[src/rtl/ocmp_pkg.sv]
package ocmp_pkg;

   typedef enum logic [2:0] {
      OCM_OFF  = 3'b000,
      OCM_SET  = 3'b001,
      OCM_CLR  = 3'b010,
      OCM_TGL  = 3'b011,
      OCM_ONE  = 3'b100,
      OCM_CONT = 3'b101,
      OCM_PWM  = 3'b110,
      OCM_PWMF = 3'b111
   } ocm_mode_e;

   // Pin level forced when a mode is entered
   function automatic logic ocm_entry_level(ocm_mode_e m);
      return (m == OCM_CLR);
   endfunction

   function automatic logic ocm_is_pwm(ocm_mode_e m);
      return (m == OCM_PWM) || (m == OCM_PWMF);
   endfunction

endpackage

[src/rtl/ocmp_tbase_sel.sv]
module ocmp_tbase_sel #(
   parameter int TMR_W  = 16,
   parameter int NUM_TB = 2,
   localparam int SEL_W = (NUM_TB > 1) ? $clog2(NUM_TB) : 1
) (
   input  logic [NUM_TB-1:0][TMR_W-1:0] tb_cnt,
   input  logic [NUM_TB-1:0]            tb_prd,
   input  logic [SEL_W-1:0]             sel,
   output logic [TMR_W-1:0]             cnt,
   output logic                         prd
);
   if (NUM_TB < 1) begin : g_bad_num
      $error("ocmp_tbase_sel: NUM_TB must be at least 1");
   end

   if (NUM_TB == 1) begin : g_single
      assign cnt = tb_cnt[0];
      assign prd = tb_prd[0];
   end else begin : g_multi
      always_comb begin
         cnt = tb_cnt[0];
         prd = tb_prd[0];
         for (int i = 1; i < NUM_TB; i++) begin
            if (int'(sel) == i) begin
               cnt = tb_cnt[i];
               prd = tb_prd[i];
            end
         end
      end
   end
endmodule

[src/rtl/ocmp_match.sv]
module ocmp_match #(
   parameter int TMR_W = 16
) (
   input  logic [TMR_W-1:0] cnt,
   input  logic [TMR_W-1:0] cmp_pri,
   input  logic [TMR_W-1:0] cmp_sec,
   input  logic [TMR_W-1:0] duty,
   output logic             pri_hit,
   output logic             sec_hit,
   output logic             duty_hit
);
   if (TMR_W < 2) begin : g_bad_w
      $error("ocmp_match: TMR_W must be at least 2");
   end

   assign pri_hit  = (cnt == cmp_pri);
   assign sec_hit  = (cnt == cmp_sec);
   assign duty_hit = (cnt == duty);
endmodule

[src/rtl/ocmp_duty_reg.sv]
module ocmp_duty_reg #(
   parameter int TMR_W = 16
) (
   input  logic             clk,
   input  logic             rst_n,
   input  logic             prd,
   input  logic [TMR_W-1:0] duty_next,
   output logic [TMR_W-1:0] duty,
   output logic             next_zero
);
   always_ff @(posedge clk) begin
      if (!rst_n)   duty <= '0;
      else if (prd) duty <= duty_next;
   end

   assign next_zero = (duty_next == '0);


   duty_load_chk: assert property (@(posedge clk) disable iff (!rst_n)
      prd |=> (duty == $past(duty_next)));
endmodule

[src/rtl/ocmp_out_ctl.sv]
module ocmp_out_ctl
   import ocmp_pkg::*;
(
   input  logic      clk,
   input  logic      rst_n,
   input  ocm_mode_e mode,
   input  logic      mode_chg,
   input  logic      pri_hit,
   input  logic      sec_hit,
   input  logic      duty_hit,
   input  logic      prd,
   input  logic      duty_zero,
   input  logic      flt_n,
   output logic      pin,
   output logic      evt,
   output logic      flt
);
   logic done;

   always_ff @(posedge clk) begin
      if (!rst_n) begin
         pin  <= 1'b0;
         evt  <= 1'b0;
         flt  <= 1'b0;
         done <= 1'b0;
      end else if (mode_chg) begin
         pin  <= ocm_entry_level(mode);
         evt  <= 1'b0;
         flt  <= 1'b0;
         done <= 1'b0;
      end else begin
         evt <= 1'b0;
         unique case (mode)
            OCM_OFF: pin <= 1'b0;
            OCM_SET: begin
               if (pri_hit) pin <= 1'b1;
               evt <= pri_hit;
            end
            OCM_CLR: begin
               if (pri_hit) pin <= 1'b0;
               evt <= pri_hit;
            end
            OCM_TGL: begin
               if (pri_hit) pin <= ~pin;
               evt <= pri_hit;
            end
            OCM_ONE: begin
               if (!done) begin
                  if (!pin && pri_hit) begin
                     pin <= 1'b1;
                  end else if (pin && sec_hit) begin
                     pin  <= 1'b0;
                     done <= 1'b1;
                     evt  <= 1'b1;
                  end
               end
            end
            OCM_CONT: begin
               if (sec_hit) begin
                  pin <= 1'b0;
                  evt <= 1'b1;
               end else if (pri_hit) begin
                  pin <= 1'b1;
               end
            end
            OCM_PWM, OCM_PWMF: begin
               evt <= prd;
               if (mode == OCM_PWMF && (flt || !flt_n)) begin
                  pin <= 1'b0;
                  flt <= 1'b1;
               end else if (prd) begin
                  pin <= !duty_zero;
               end else if (duty_hit) begin
                  pin <= 1'b0;
               end
            end
            default: pin <= 1'b0;
         endcase
      end
   end


   entry_level_chk: assert property (@(posedge clk) disable iff (!rst_n)
      mode_chg |=> (pin == ($past(mode) == OCM_CLR)) && !evt && !flt);


   flt_hold_chk: assert property (@(posedge clk) disable iff (!rst_n)
      flt |-> !pin);


   flt_trip_chk: assert property (@(posedge clk) disable iff (!rst_n)
      (!mode_chg && mode == OCM_PWMF && !flt_n) |=> (flt && !pin));


   one_shot_chk: assert property (@(posedge clk) disable iff (!rst_n)
      (done && !mode_chg && mode == OCM_ONE) |=> (!pin && !evt));


   off_low_chk: assert property (@(posedge clk) disable iff (!rst_n)
      (mode == OCM_OFF) |=> !pin && !evt);
endmodule

[src/rtl/ocmp_channel.sv]
module ocmp_channel
   import ocmp_pkg::*;
#(
   parameter int TMR_W = 16
) (
   input  logic             clk,
   input  logic             rst_n,
   input  logic [TMR_W-1:0] tmr_a,
   input  logic             tmr_a_prd,
   input  logic [TMR_W-1:0] tmr_b,
   input  logic             tmr_b_prd,
   input  logic             tb_sel,
   input  logic [TMR_W-1:0] cmp_pri,
   input  logic [TMR_W-1:0] cmp_sec,
   input  logic [2:0]       oc_mode,
   input  logic             oc_flt_n,
   output logic             oc_pin,
   output logic             oc_evt,
   output logic             oc_flt
);
   localparam int NUM_TB = 2;

   logic [NUM_TB-1:0][TMR_W-1:0] tb_cnt;
   logic [NUM_TB-1:0]            tb_prd;
   logic [TMR_W-1:0]             cnt;
   logic                         prd;
   logic [TMR_W-1:0]             duty;
   logic                         duty_zero;
   logic                         pri_hit, sec_hit, duty_hit;
   ocm_mode_e                    mode_now, mode_q;
   logic                         mode_chg;

   assign tb_cnt   = {tmr_b, tmr_a};
   assign tb_prd   = {tmr_b_prd, tmr_a_prd};
   assign mode_now = ocm_mode_e'(oc_mode);
   assign mode_chg = (mode_now != mode_q);

   always_ff @(posedge clk) begin
      if (!rst_n) mode_q <= OCM_OFF;
      else        mode_q <= mode_now;
   end

   ocmp_tbase_sel #(.TMR_W(TMR_W), .NUM_TB(NUM_TB)) u_sel (
      .tb_cnt (tb_cnt),
      .tb_prd (tb_prd),
      .sel    (tb_sel),
      .cnt    (cnt),
      .prd    (prd)
   );

   ocmp_duty_reg #(.TMR_W(TMR_W)) u_duty (
      .clk       (clk),
      .rst_n     (rst_n),
      .prd       (prd),
      .duty_next (cmp_sec),
      .duty      (duty),
      .next_zero (duty_zero)
   );

   ocmp_match #(.TMR_W(TMR_W)) u_match (
      .cnt      (cnt),
      .cmp_pri  (cmp_pri),
      .cmp_sec  (cmp_sec),
      .duty     (duty),
      .pri_hit  (pri_hit),
      .sec_hit  (sec_hit),
      .duty_hit (duty_hit)
   );

   ocmp_out_ctl u_out (
      .clk       (clk),
      .rst_n     (rst_n),
      .mode      (mode_now),
      .mode_chg  (mode_chg),
      .pri_hit   (pri_hit),
      .sec_hit   (sec_hit),
      .duty_hit  (duty_hit),
      .prd       (prd),
      .duty_zero (duty_zero),
      .flt_n     (oc_flt_n),
      .pin       (oc_pin),
      .evt       (oc_evt),
      .flt       (oc_flt)
   );


   pwm_zero_chk: assert property (@(posedge clk) disable iff (!rst_n)
      (!mode_chg && ocm_is_pwm(mode_now) && prd && cmp_sec == '0) |=> !oc_pin && oc_evt);


   set_match_chk: assert property (@(posedge clk) disable iff (!rst_n)
      (!mode_chg && mode_now == OCM_SET && pri_hit) |=> oc_pin && oc_evt);
endmodule

[config.mk]
export PLATFORM = sky130hd
export DESIGN_NAME = ocmp_channel
export DESIGN_NICKNAME = d
export VERILOG_FILES = /design/src/rtl/ocmp_pkg.sv /design/src/rtl/ocmp_tbase_sel.sv /design/src/rtl/ocmp_match.sv /design/src/rtl/ocmp_duty_reg.sv /design/src/rtl/ocmp_out_ctl.sv /design/src/rtl/ocmp_channel.sv
export SDC_FILE = /design/constraint.sdc
export NUM_CORES = 1
export LEC_CHECK = 0
export BUFFER_PORTS_ARGS = -buffer_cell sky130_fd_sc_hd__buf_2
export CAP_MARGIN = 20
export CELL_PAD_IN_SITES_DETAIL_PLACEMENT = 1
export CELL_PAD_IN_SITES_GLOBAL_PLACEMENT = 1
export CORE_MARGIN = 1
export CORE_UTILIZATION = 37
export DETAILED_ROUTE_END_ITERATION = 12
export GPL_TIMING_DRIVEN = 0
export PLACE_DENSITY_LB_ADDON = 0.1
export SLEW_MARGIN = 20
export SYNTH_ARGS = -nofsm -noshare
export SYNTH_HDL_FRONTEND = slang
export SYNTH_SLANG_ARGS = --single-unit
[constraint.sdc]
create_clock -name clk -period 2.8 [get_ports clk]
set_input_delay 0.14 -clock clk [delete_from_list [all_inputs] [get_ports clk]]
set_output_delay 0.14 -clock clk [all_outputs]
set_load 0.005 [all_outputs]
==> results of run 1 <==
[placed cells by master (no fill, tap or decap), types with 5 or more instances in the layout]
cell and n:
sky130_fd_sc_hd__buf_2 73, sky130_fd_sc_hd__xnor2_1 48, sky130_fd_sc_hd__nand2_1 36, sky130_fd_sc_hd__dfxtp_1 23, sky130_fd_sc_hd__a21boi_0 16, sky130_fd_sc_hd__nor4_1 16, sky130_fd_sc_hd__mux2i_1 7, sky130_fd_sc_hd__clkbuf_1 7
sky130_fd_sc_hd__mux2i_2 7, sky130_fd_sc_hd__a21oi_1 5
[flip-flops by register name, summed over array words and instances (netlist names)]
register,flops
u_duty.duty,16
u_out.flt,1
u_out.pin,1
u_out.evt,1
mode_q,3
u_out.done,1
[power by group]
| part | switching, mW | internal [mW] | leakage (nW) |
|---|---|---|---|
| sequential | 0.0118 | 0.345 | 0.189 |
| combinational | 0.146 | 0.147 | 0.668 |
| clock | 0.110 | 0.102 | 0.0228 |
[cell families after synthesis]
kind of cell           count (synthesis)
AO/OA/AOI/OAI                         32
flip-flops                            23
XOR/XNOR                              51
multiplexers                          19
AND/OR/NAND/NOR                       72
buffers and inverters                 12
[worst reg2reg max path, stage by stage, from the launching register on]
cell and delay [ns]:
sky130_fd_sc_hd__dfxtp_1 0.32, sky130_fd_sc_hd__xor2_1 0.13, sky130_fd_sc_hd__nor3_1 0.40, sky130_fd_sc_hd__or3b_2 0.19, sky130_fd_sc_hd__o21ai_0 0.10, sky130_fd_sc_hd__o31a_1 0.24, sky130_fd_sc_hd__o21ai_0 0.09, sky130_fd_sc_hd__mux2i_1 0.10
[final cells by class]
class | instances | area, um^2
Multi-Input combinational cell | 174 | 1290
Timing Repair Buffer | 73 | 365
Sequential cell | 23 | 460
Buffer | 8 | 53.8
Clock buffer | 4 | 45.0
Tap cell | 67 | 83.8
Inverter | 4 | 15.0
Fill cell | 607 | 2410
[Yosys cell counts]
cell type	n	area share
sky130_fd_sc_hd__nor2b_1	2	0.0069
sky130_fd_sc_hd__mux2i_1	7	0.038
sky130_fd_sc_hd__nor4_1	16	0.055
sky130_fd_sc_hd__nand2_1	36	0.074
sky130_fd_sc_hd__a21oi_1	5	0.014
sky130_fd_sc_hd__nand4_1	4	0.014
sky130_fd_sc_hd__nor2_1	4	0.0082
sky130_fd_sc_hd__o22ai_1	1	0.0034
sky130_fd_sc_hd__clkbuf_1	6	0.012
sky130_fd_sc_hd__buf_12	1	0.011
sky130_fd_sc_hd__o41a_1	1	0.0062
sky130_fd_sc_hd__mux2i_2	7	0.053
sky130_fd_sc_hd__dfxtp_1	23	0.25
sky130_fd_sc_hd__xor2_1	3	0.014
sky130_fd_sc_hd__and2_1	4	0.014
sky130_fd_sc_hd__nor3_1	3	0.0082
sky130_fd_sc_hd__o31a_1	1	0.0048
sky130_fd_sc_hd__o21ai_0	3	0.0082
sky130_fd_sc_hd__inv_1	4	0.0082
sky130_fd_sc_hd__nand2b_1	2	0.0069
sky130_fd_sc_hd__or3b_2	1	0.0048
sky130_fd_sc_hd__a21boi_0	16	0.066
sky130_fd_sc_hd__a41oi_1	1	0.0048
sky130_fd_sc_hd__buf_6	1	0.0062
sky130_fd_sc_hd__a2111oi_0	1	0.0048
sky130_fd_sc_hd__o311ai_0	1	0.0048
sky130_fd_sc_hd__a32oi_1	2	0.0096
sky130_fd_sc_hd__mux2i_4	4	0.049
sky130_fd_sc_hd__mux2_2	1	0.0062
sky130_fd_sc_hd__xnor2_1	48	0.23
[per-stage QoR]
step | cell area (um^2) | hold slack [ns] | util | cells
2_1_floorplan | 1820 | 0.262 | - | 209
3_3_place_gp | 2270 | 0.427 | 0.481 | 349
3_5_place_dp | 2270 | 0.437 | 0.481 | 349
4_1_cts | 2320 | 0.144 | 0.491 | 353
5_1_grt | 2320 | 0.150 | 0.491 | 353
6_report | 2320 | 0.149 | 0.491 | 353
[worst paths after layout]
| path | to | cells after the start | slack (ns) | start |
|---|---|---|---|---|
| max | u_out.pin | 9 | 0.78 | tb_sel |
| min | u_duty.duty[12] | 3 | 0.15 | cmp_sec[12] |
| max reg2reg | u_out.pin | 7 | 1.12 | mode_q[1] |
| min reg2reg | u_duty.duty[5] | 2 | 0.48 | u_duty.duty[5] |
[metal layers]
layer  up-vias  global-route usage  wire length, um
li1        881                   -                -
met1       803               0.250             2330
met2        57               0.411             2630
met3         5              0.0319              320
met4         0              0.0588               55
met5         -                   0                0
==> metrics, run 1 <==
syn_area_per_cell 8.72 um^2; Pre-Repair DR Iteration Count 4; number of pins with negative max-slew slack in the final report 0; worst slew pin tran 0.695 ns; Synth cell types 30; data arrival time at the worst-slack endpoint 2.18 ns; Die X 72.2 um; Hold Path Class in2reg; min cycle time layout 2.02 ns; maximum root-to-sink buffer count 2; number of antenna repair diodes 0; count of nets left with antenna violations after detail routing 0; max incr delay on CP 0.37 ns; number of nets in the layout 360; Final Total Pwr 861 uW; initial standard-cell utilization of the core 0.386; Buf/Inv on CP 2; post-synthesis sequential area ratio 0.253; clock slew at the register clock pins of the worst setup and hold paths 0.08 ns; flip-flop and latch count after synthesis 23; largest family of logic cells by synthesized area XOR/XNOR gates; nets in the synthesized netlist 282; hold-fix buffer count after cts 0; die area 0.00521 mm^2; HPWL after detailed placement 4.49 mm; clock sink total 23; Global Route Usage Sum 0.216; summed negative setup slack over all endpoints 0 ns; CP Capture Type flop; critical path cell sequence buf_6 -> buf_12 -> mux2i_2 -> xnor2_1 -> nor4_1 -> nand4_1 -> o31a_1 -> o21ai_0 -> mux2i_1; Pleak 0.880 nW; Simple-Gate Fraction of Synth Area 0.191; Final WS setup 0.777 ns; critical path class in2reg; final critical-path share of the clock period 0.723; max-cap check violation count 0; library cell contributing the largest single delay on the critical path sky130_fd_sc_hd__nor4_1; maximum fanout along the worst path 10; Yosys Warn Count 0; post-synthesis compound-gate area fraction 0.126; share of cell area taken by muxes after synthesis 0.147; endpoints failing setup 0; area of the core region 0.00472 mm^2; CTS H-tree depth 1; total I/O pin count 76; layout cell share with drive strength beyond 1 0.318; number of cell rows 25; Via Count 1746; number of antenna violations at the first check in global routing 0; maximum operating frequency 494 MHz; buffer type at the clock tree root sky130_fd_sc_hd__clkbuf_8; CTS buffer count 3; Die Y-Extent 72.2 um; clk_skew 0.00139 ns; power per cell area 372 mW/mm^2; number of port buffers 73; GPL Wtd Cong 0.775; count of endpoints failing hold in the final timing report 0; DRC violation total after the first TritonRoute iteration 38; post-synthesis adder-cell area fraction 0; total standard cell area after synthesis 0.00182 mm^2; worst max-slew margin expressed relative to the limit 0.523; wirelength, routed 5.33 mm; Startpoint Class primary input; number of vias per cell after detailed routing 4.95; run status finished, final reports clean; Synth Instances 209; remaining design rule violation count 0; required time of the worst setup path 2.96 ns; clock tree from TritonCTS built; crit-path leading delay family simple AND/OR/NAND/NOR gates; average routed wire per standard cell 15.1 um; global route total overflow 0; Area Growth Syn to Fin 27.1%; peak supply drop 0.000255 V; Post-Synth XOR/XNOR Area 0.245; source-to-sink clock delay at the later pin of the worst-skew pair 0.27 ns; post-place setup slack 0.415 ns; vias in the first global route 1817; wire length of the first global-routing pass 8.55 mm; count of buffers added by post-CTS timing repair for setup 0; Post-CTS Resized 0; setup repair after global routing missed its margin false; largest net degree at the start of global routing 13
(Power assumes the default switching activity.)
==> run 2: changes to the inputs <==
- CORE_UTILIZATION: 37 -> 35
- clock period: 2.8 -> 2.1 ns (I/O delays scaled with it)
==> run 2 against run 1 <==
Net effect: setup slack worse by 0.66 ns; critical endpoint unchanged; clock power is 35% higher; sequential power is 34% higher; global-route usage is 0.23 points lower; wire length is 6.1% higher; clock skew is 0.0053 ns higher; non-clock buffer count is 1 higher; die area is 5.6% higher; critical path depth is 1 higher; first-iteration DRC count is 95% higher; sequential share of layout area is 0.21 points lower.
==> metrics, run 2 (same netlist as run 1, synthesis figures left out) <==
area of the core region 0.00488 mm^2 (was 0.00472 mm^2); Hold Path Class in2reg (unchanged); reg-to-reg setup timing slack 0.35 ns (was 1.12 ns); reported net switching power 368 uW (was 268 uW); HPWL after detailed placement 4.78 mm (was 4.49 mm); power per cell area 495 mW/mm^2 (was 372 mW/mm^2); total I/O pin count 76 (unchanged); maximum root-to-sink buffer count 2 (unchanged); clock slew at the register clock pins of the worst setup and hold paths 0.09 ns (was 0.08 ns); vias in the first global route 1815 (was 1817); worst max-slew margin expressed relative to the limit 0.545 (was 0.523); RR Startpoint mode_q[1] (unchanged); number of antenna repair diodes 0 (unchanged); switching share of power 0.317 (was 0.311); number of port buffers 73 (unchanged); Endpoint, Worst Hold u_duty.duty[7] (was u_duty.duty[12]); post-route insts no fill 354 (was 353); setup repair after global routing missed its margin false (unchanged); number of cell rows 25 (unchanged); Via Count 1764 (was 1746); Min Hold Slack 0.108 ns (was 0.149 ns); data arrival time at the worst-slack endpoint 2.14 ns (was 2.18 ns); critical path class in2reg (unchanged); Pleak 0.880 nW (about the same); P_int 792 uW (was 593 uW); clk_skew 0.00668 ns (was 0.00139 ns); proportion of power drawn by the clock network 0.247 (was 0.246); Die X 74.2 um (was 72.2 um); CTS H-tree depth 1 (unchanged); CTS buffer count 3 (unchanged); average routed wire per standard cell 16.0 um (was 15.1 um); hold path startpoint cmp_sec[7] (was cmp_sec[12]); run status finished, final reports clean (unchanged); number of vias per cell after detailed routing 4.98 (was 4.95); initial standard-cell utilization of the core 0.374 (was 0.386); Die Y-Extent 74.2 um (was 72.2 um); Sequential Power Share 0.413 (was 0.414); DRC violation total after the first TritonRoute iteration 74 (was 38); die area 0.00550 mm^2 (was 0.00521 mm^2); layout cell share with drive strength beyond 1 0.334 (was 0.318); Global Route Usage Sum 0.214 (was 0.216); wirelength, routed 5.66 mm (was 5.33 mm); number of pins with negative max-slew slack in the final report 0 (unchanged); cell count of the worst reg-to-reg path 7 (unchanged); remaining design rule violation count 0 (unchanged); final critical-path share of the clock period 0.946; max-cap check violation count 0 (unchanged); capture instance of the worst register-to-register path u_out.pin (unchanged); largest net degree at the start of global routing 15 (was 13); buffer type at the clock tree root sky130_fd_sc_hd__clkbuf_8 (unchanged); Biggest register u_duty.duty (unchanged); share of the core filled with cells 0.480 (was 0.491); cell area after layout 0.00234 mm^2 (was 0.00232 mm^2); endpoints failing setup 0 (unchanged); number of flip-flops under the largest register name 16 (unchanged); source-to-sink clock delay at the later pin of the worst-skew pair 0.27 ns (about the same); CP Capture Type flop (unchanged); Final WS setup 0.113 ns (was 0.777 ns); post-place setup slack -0.234 ns (was 0.415 ns); leading cell type in the layout, fill and taps excluded sky130_fd_sc_hd__buf_2 (unchanged); Pre-Repair DR Iteration Count 4 (unchanged); required time of the worst setup path 2.25 ns (was 2.96 ns); wire length of the first global-routing pass 8.85 mm (was 8.55 mm); number of nets in the layout 361 (was 360); registers with the highest flip-flop counts u_duty.duty (16), mode_q (3) (unchanged); clock tree from TritonCTS built (unchanged); hold path depth 3 (unchanged); part of the power in combinational logic 0.340 (about the same); min cycle time layout 1.99 ns; Area Growth Syn to Fin 28.5% (was 27.1%); clock sink total 23 (unchanged); Post-Place Cell Area 0.00227 mm^2 (unchanged); count of nets left with antenna violations after detail routing 0 (unchanged); count of endpoints failing hold in the final timing report 0 (unchanged); maximum fanout along the worst path 10 (unchanged); Startpoint Class primary input (unchanged); GPL Wtd Cong 0.784 (was 0.775); worst slew pin tran 0.664 ns (was 0.695 ns); cell count after placement 349 (unchanged); peak supply drop 0.000371 V (was 0.000255 V); commonest cells after routing, fill and taps aside sky130_fd_sc_hd__buf_2, sky130_fd_sc_hd__xnor2_1, sky130_fd_sc_hd__nand2_1, sky130_fd_sc_hd__dfxtp_1 (unchanged); global route total overflow 0 (unchanged); number of antenna violations at the first check in global routing 0 (unchanged); maximum operating frequency 503 MHz
run 2: worst max-delay path by stage:
| stage | end | cells past startpoint | start |
|---|---|---|---|
| finish | u_out.pin | 10 | tb_sel |
| global route | u_out.pin | 10 | tb_sel |
| CTS | u_out.pin | 9 | tb_sel |
| detailed placement | u_out.pin | 8 | tb_sel |
| global placement | u_out.pin | 8 | tb_sel |
| floorplan | u_out.pin | 9 | tb_sel |
run 2: cell type report:
class                   instances  area [um^2]
plain buffers                   8         53.8
clock buffers                   3         41.3
clock inverters                 1         7.51
fillers                       632         2540
inverters                       4         15.0
multi-input cells             174         1310
flip-flops and latches         23          460
well taps                      67         83.8
repair buffers                 74          373
run 2: routing by layer:
layer | GRT usage | up-vias | share of wire
met5 | 0 | - | 0
met4 | 0.0385 | 0 | 0.0030
met3 | 0.0352 | 2 | 0.073
met2 | 0.362 | 60 | 0.45
met1 | 0.289 | 816 | 0.47
li1 | - | 886 | -
run 2: what timing repair did:
action | 4_1_cts | 5_1_grt
buffers inserted | 0 | 1
gates resized for setup | 0 | 4
endpoints found under the setup margin | 0 | 1
hold buffers | 0 | 0
run 2: power groups by stage:
stage               sequential (mW)  clock [mW]  combinational [mW]
CTS                           0.479       0.296               0.396
floorplan                     0.483           0               0.247
detailed placement            0.489           0               0.393
finish                        0.479       0.286               0.395
global placement              0.488           0               0.386
global route                  0.481       0.316               0.432
run 2: per-stage QoR:
step | power, mW | TNS [ns]
floorplan | 0.730 | 0
global placement | 0.874 | -0.164
detailed placement | 0.883 | -0.234
CTS | 1.17 | 0
global route | 1.23 | 0
finish | 1.16 | 0
run 2: critical path, cell delays in order:
cell                       delay [ns]
sky130_fd_sc_hd__buf_6           0.16
sky130_fd_sc_hd__buf_12          0.19
sky130_fd_sc_hd__mux2i_2         0.34
sky130_fd_sc_hd__xnor2_1         0.14
sky130_fd_sc_hd__nor4_1          0.26
sky130_fd_sc_hd__nand4_1         0.12
sky130_fd_sc_hd__buf_4           0.18
sky130_fd_sc_hd__o311ai_0        0.32
sky130_fd_sc_hd__o22ai_1         0.15
sky130_fd_sc_hd__mux2i_1         0.15
==> run 3: changes to the inputs <==
- ABC_AREA: not set -> 1
- CORE_UTILIZATION: 35 -> 33
==> run 3 against run 2 <==
Net effect: largest power group unchanged; largest cell class unchanged; clock power hardly changed; synthesized cell count grew 120%; global-route usage decreased by 0.31 points; worst hold slack got worse by 0.013 ns; first-iteration DRC count up 6.8%; sequential power barely moved; clock skew is 0.0031 ns lower; area after synthesis is 27% higher.
==> metrics, run 3 <==
leading cell type in the layout, fill and taps excluded sky130_fd_sc_hd__nand2_1 (was sky130_fd_sc_hd__buf_2); number of antenna violations at the first check in global routing 0 (unchanged); DRC violation total after the first TritonRoute iteration 79 (was 74); layout cell share with drive strength beyond 1 0.187 (was 0.334); Post-Place Cell Area 0.00280 mm^2 (was 0.00227 mm^2); hold-fix buffer count after cts 0 (unchanged); required time of the worst setup path 2.30 ns (was 2.25 ns); Final Total Pwr 1.23 mW (was 1.16 mW); vias in the first global route 2814 (was 1815); critical path cell sequence buf_2 -> inv_2 -> buf_6 -> nand2_2 -> nand2_1 -> nand2_1 -> a21oi_1 -> nand2_1 -> nor2_2 -> nand3_1 -> or2_0 -> or2_0 -> a21oi_1 (was buf_6 -> buf_12 -> mux2i_2 -> xnor2_1 -> nor4_1 -> nand4_1 -> buf_4 -> o311ai_0 -> o22ai_1 -> mux2i_1); GPL Wtd Cong 0.822 (was 0.784); final critical-path share of the clock period 0.808 (was 0.946); share of the core filled with cells 0.419 (was 0.480); number of cell rows 30 (was 25); commonest cells after routing, fill and taps aside sky130_fd_sc_hd__nand2_1, sky130_fd_sc_hd__inv_1, sky130_fd_sc_hd__buf_2, sky130_fd_sc_hd__a21oi_1, sky130_fd_sc_hd__nor2_1 (was sky130_fd_sc_hd__buf_2, sky130_fd_sc_hd__xnor2_1, sky130_fd_sc_hd__nand2_1, sky130_fd_sc_hd__dfxtp_1); max-cap check violation count 0 (unchanged); die area 0.00736 mm^2 (was 0.00550 mm^2); wirelength, routed 7.47 mm (was 5.66 mm); area of the core region 0.00679 mm^2 (was 0.00488 mm^2); Buf/Inv on CP 3 (unchanged); clock slew at the register clock pins of the worst setup and hold paths 0.08 ns (was 0.09 ns); most common cell in the netlist sky130_fd_sc_hd__nand2_1 (was sky130_fd_sc_hd__xnor2_1); Pleak 1.70 nW (was 0.880 nW); total I/O pin count 76 (unchanged); most common library cells after synthesis sky130_fd_sc_hd__nand2_1, sky130_fd_sc_hd__inv_1, sky130_fd_sc_hd__a21oi_1 (was sky130_fd_sc_hd__xnor2_1, sky130_fd_sc_hd__nand2_1, sky130_fd_sc_hd__dfxtp_1); Post-CTS Resized 0 (unchanged); maximum root-to-sink buffer count 2 (unchanged); data arrival time at the worst-slack endpoint 1.90 ns (was 2.14 ns); count of endpoints failing hold in the final timing report 0 (unchanged); Area Growth Syn to Fin 22.9% (was 28.5%); clk_skew 0.00357 ns (was 0.00668 ns); critical path class in2reg (unchanged); count of nets left with antenna violations after detail routing 0 (unchanged); number of pins with negative max-slew slack in the final report 0 (unchanged); Hold Path Class in2reg (unchanged); summed negative setup slack over all endpoints 0 ns (unchanged); largest net degree at the start of global routing 13 (was 15); peak supply drop 0.000263 V (was 0.000371 V); setup repair after global routing missed its margin false (unchanged); Startpoint Class primary input (unchanged); nets in the synthesized netlist 526 (was 282); worst max-slew margin expressed relative to the limit 0.568 (was 0.545); global route total overflow 0 (unchanged); run status finished, final reports clean (unchanged); number of vias per cell after detailed routing 4.64 (was 4.98); min cycle time layout 1.70 ns (was 1.99 ns); total standard cell area after synthesis 0.00232 mm^2 (was 0.00182 mm^2); Synth cell types 24 (was 30); maximum operating frequency 590 MHz (was 503 MHz); Synth Instances 453 (was 209); async set or reset register ratio after synthesis 0 (unchanged); clock sink total 23 (unchanged); power per cell area 432 mW/mm^2 (was 495 mW/mm^2); wire length of the first global-routing pass 12.4 mm (was 8.85 mm); endpoints failing setup 0 (unchanged); syn_area_per_cell 5.12 um^2 (was 8.72 um^2); top-area cell type share of the netlist area 0.327 (was 0.253); maximum fanout along the worst path 10 (unchanged); Global Route Usage Sum 0.211 (was 0.214); Yosys Warn Count 0 (unchanged); clock tree from TritonCTS built (unchanged); HPWL after detailed placement 6.29 mm (was 4.78 mm); prevailing post-synth register cell sky130_fd_sc_hd__dfxtp_1 (unchanged); number of nets in the layout 604 (was 361); Synth area leaders sky130_fd_sc_hd__nand2_1, sky130_fd_sc_hd__dfxtp_1, sky130_fd_sc_hd__inv_1 (was sky130_fd_sc_hd__dfxtp_1, sky130_fd_sc_hd__xnor2_1, sky130_fd_sc_hd__nand2_1); number of antenna repair diodes 0 (unchanged); worst slew pin tran 0.629 ns (was 0.664 ns); max incr delay on CP 0.23 ns (was 0.34 ns); library cell contributing the largest single delay on the critical path sky130_fd_sc_hd__or2_0 (was sky130_fd_sc_hd__mux2i_2); remaining design rule violation count 0 (unchanged); CTS buffer count 3 (unchanged); Min Hold Slack 0.0949 ns (was 0.108 ns); number of flip-flops under the largest register name 16 (unchanged); cell area after layout 0.00285 mm^2 (was 0.00234 mm^2); number of synthesized flops with an enable pin 0 (unchanged); most used cell, CP sky130_fd_sc_hd__nand2_1; post-synthesis sequential area ratio 0.199 (was 0.253); buffer type at the clock tree root sky130_fd_sc_hd__clkbuf_8 (unchanged); initial standard-cell utilization of the core 0.341 (was 0.374); Die Y-Extent 85.8 um (was 74.2 um); source-to-sink clock delay at the later pin of the worst-skew pair 0.27 ns (about the same); crit-path leading delay family simple AND/OR/NAND/NOR gates (was buffers and inverters); count of buffers added by post-CTS timing repair for setup 0 (unchanged); registers with the highest flip-flop counts u_duty.duty (16), mode_q (3) (unchanged); flip-flop and latch count after synthesis 23 (unchanged); Biggest register u_duty.duty (unchanged); Die X 85.8 um (was 74.2 um); Via Count 2906 (was 1764); CTS H-tree depth 1 (unchanged); CP Capture Type flop (unchanged); number of port buffers 73 (unchanged); Pre-Repair DR Iteration Count 4 (unchanged); biggest area consumer among synthesized cells sky130_fd_sc_hd__nand2_1 (was sky130_fd_sc_hd__dfxtp_1); average routed wire per standard cell 11.9 um (was 16.0 um)
run 3: logic make-up (layout without fill, tap and decap cells):
family	Yosys count	count (layout)	share of synthesized area
mux	1	1	0.00432
xor+xnor	6	6	0.0227
compound gates	49	49	0.110
simple gates	281	281	0.495
buf+inv	93	170	0.169
flops	23	23	0.199
run 3: final timing paths:
path                       start             end  slack, ns  cells past startpoint
setup / recovery          tb_sel       u_out.evt       0.40                     13
hold / removal        oc_mode[0]       mode_q[0]       0.09                      3
setup reg to reg  u_duty.duty[0]       u_out.pin       0.70                     12
hold reg to reg   u_duty.duty[3]  u_duty.duty[3]       0.47                      2
run 3: report_power, final:
part	switching [mW]	internal [mW]
logic	0.283	0.178
clock network	0.151	0.136
registers	0.0157	0.467
run 3: tightest hold or removal path, cell delays in order:
cell	delay [ns]
sky130_fd_sc_hd__buf_2	0.13
sky130_fd_sc_hd__nand2_1	0.06
sky130_fd_sc_hd__inv_1	0.03
run 3: layout make-up:
cell class / count / area (um^2)
buffer: 12 / 87.6
timing repair buffer: 73 / 365
clock buffer: 4 / 45.0
fill: 1042 / 3950
multi-input combinational: 337 / 1470
tap: 96 / 120
sequential: 23 / 460
inverter: 81 / 304
run 3: stage by stage:
| stage | std cells | setup WS [ns] |
|---|---|---|
| floorplan | 453 | 0.604 |
| global placement | 622 | 0.132 |
| detailed placement | 622 | 0.0989 |
| finish | 626 | 0.404 |
| global route | 626 | 0.165 |
| CTS | 626 | 0.369 |
run 3: metal layers:
metal,GRT usage,part of all wire,vias to the layer above
met5,0,0,-
met4,0.0333,0.0067,0
met3,0.0115,0.024,4
met2,0.406,0.50,53
met1,0.262,0.47,1331
li1,-,-,1518
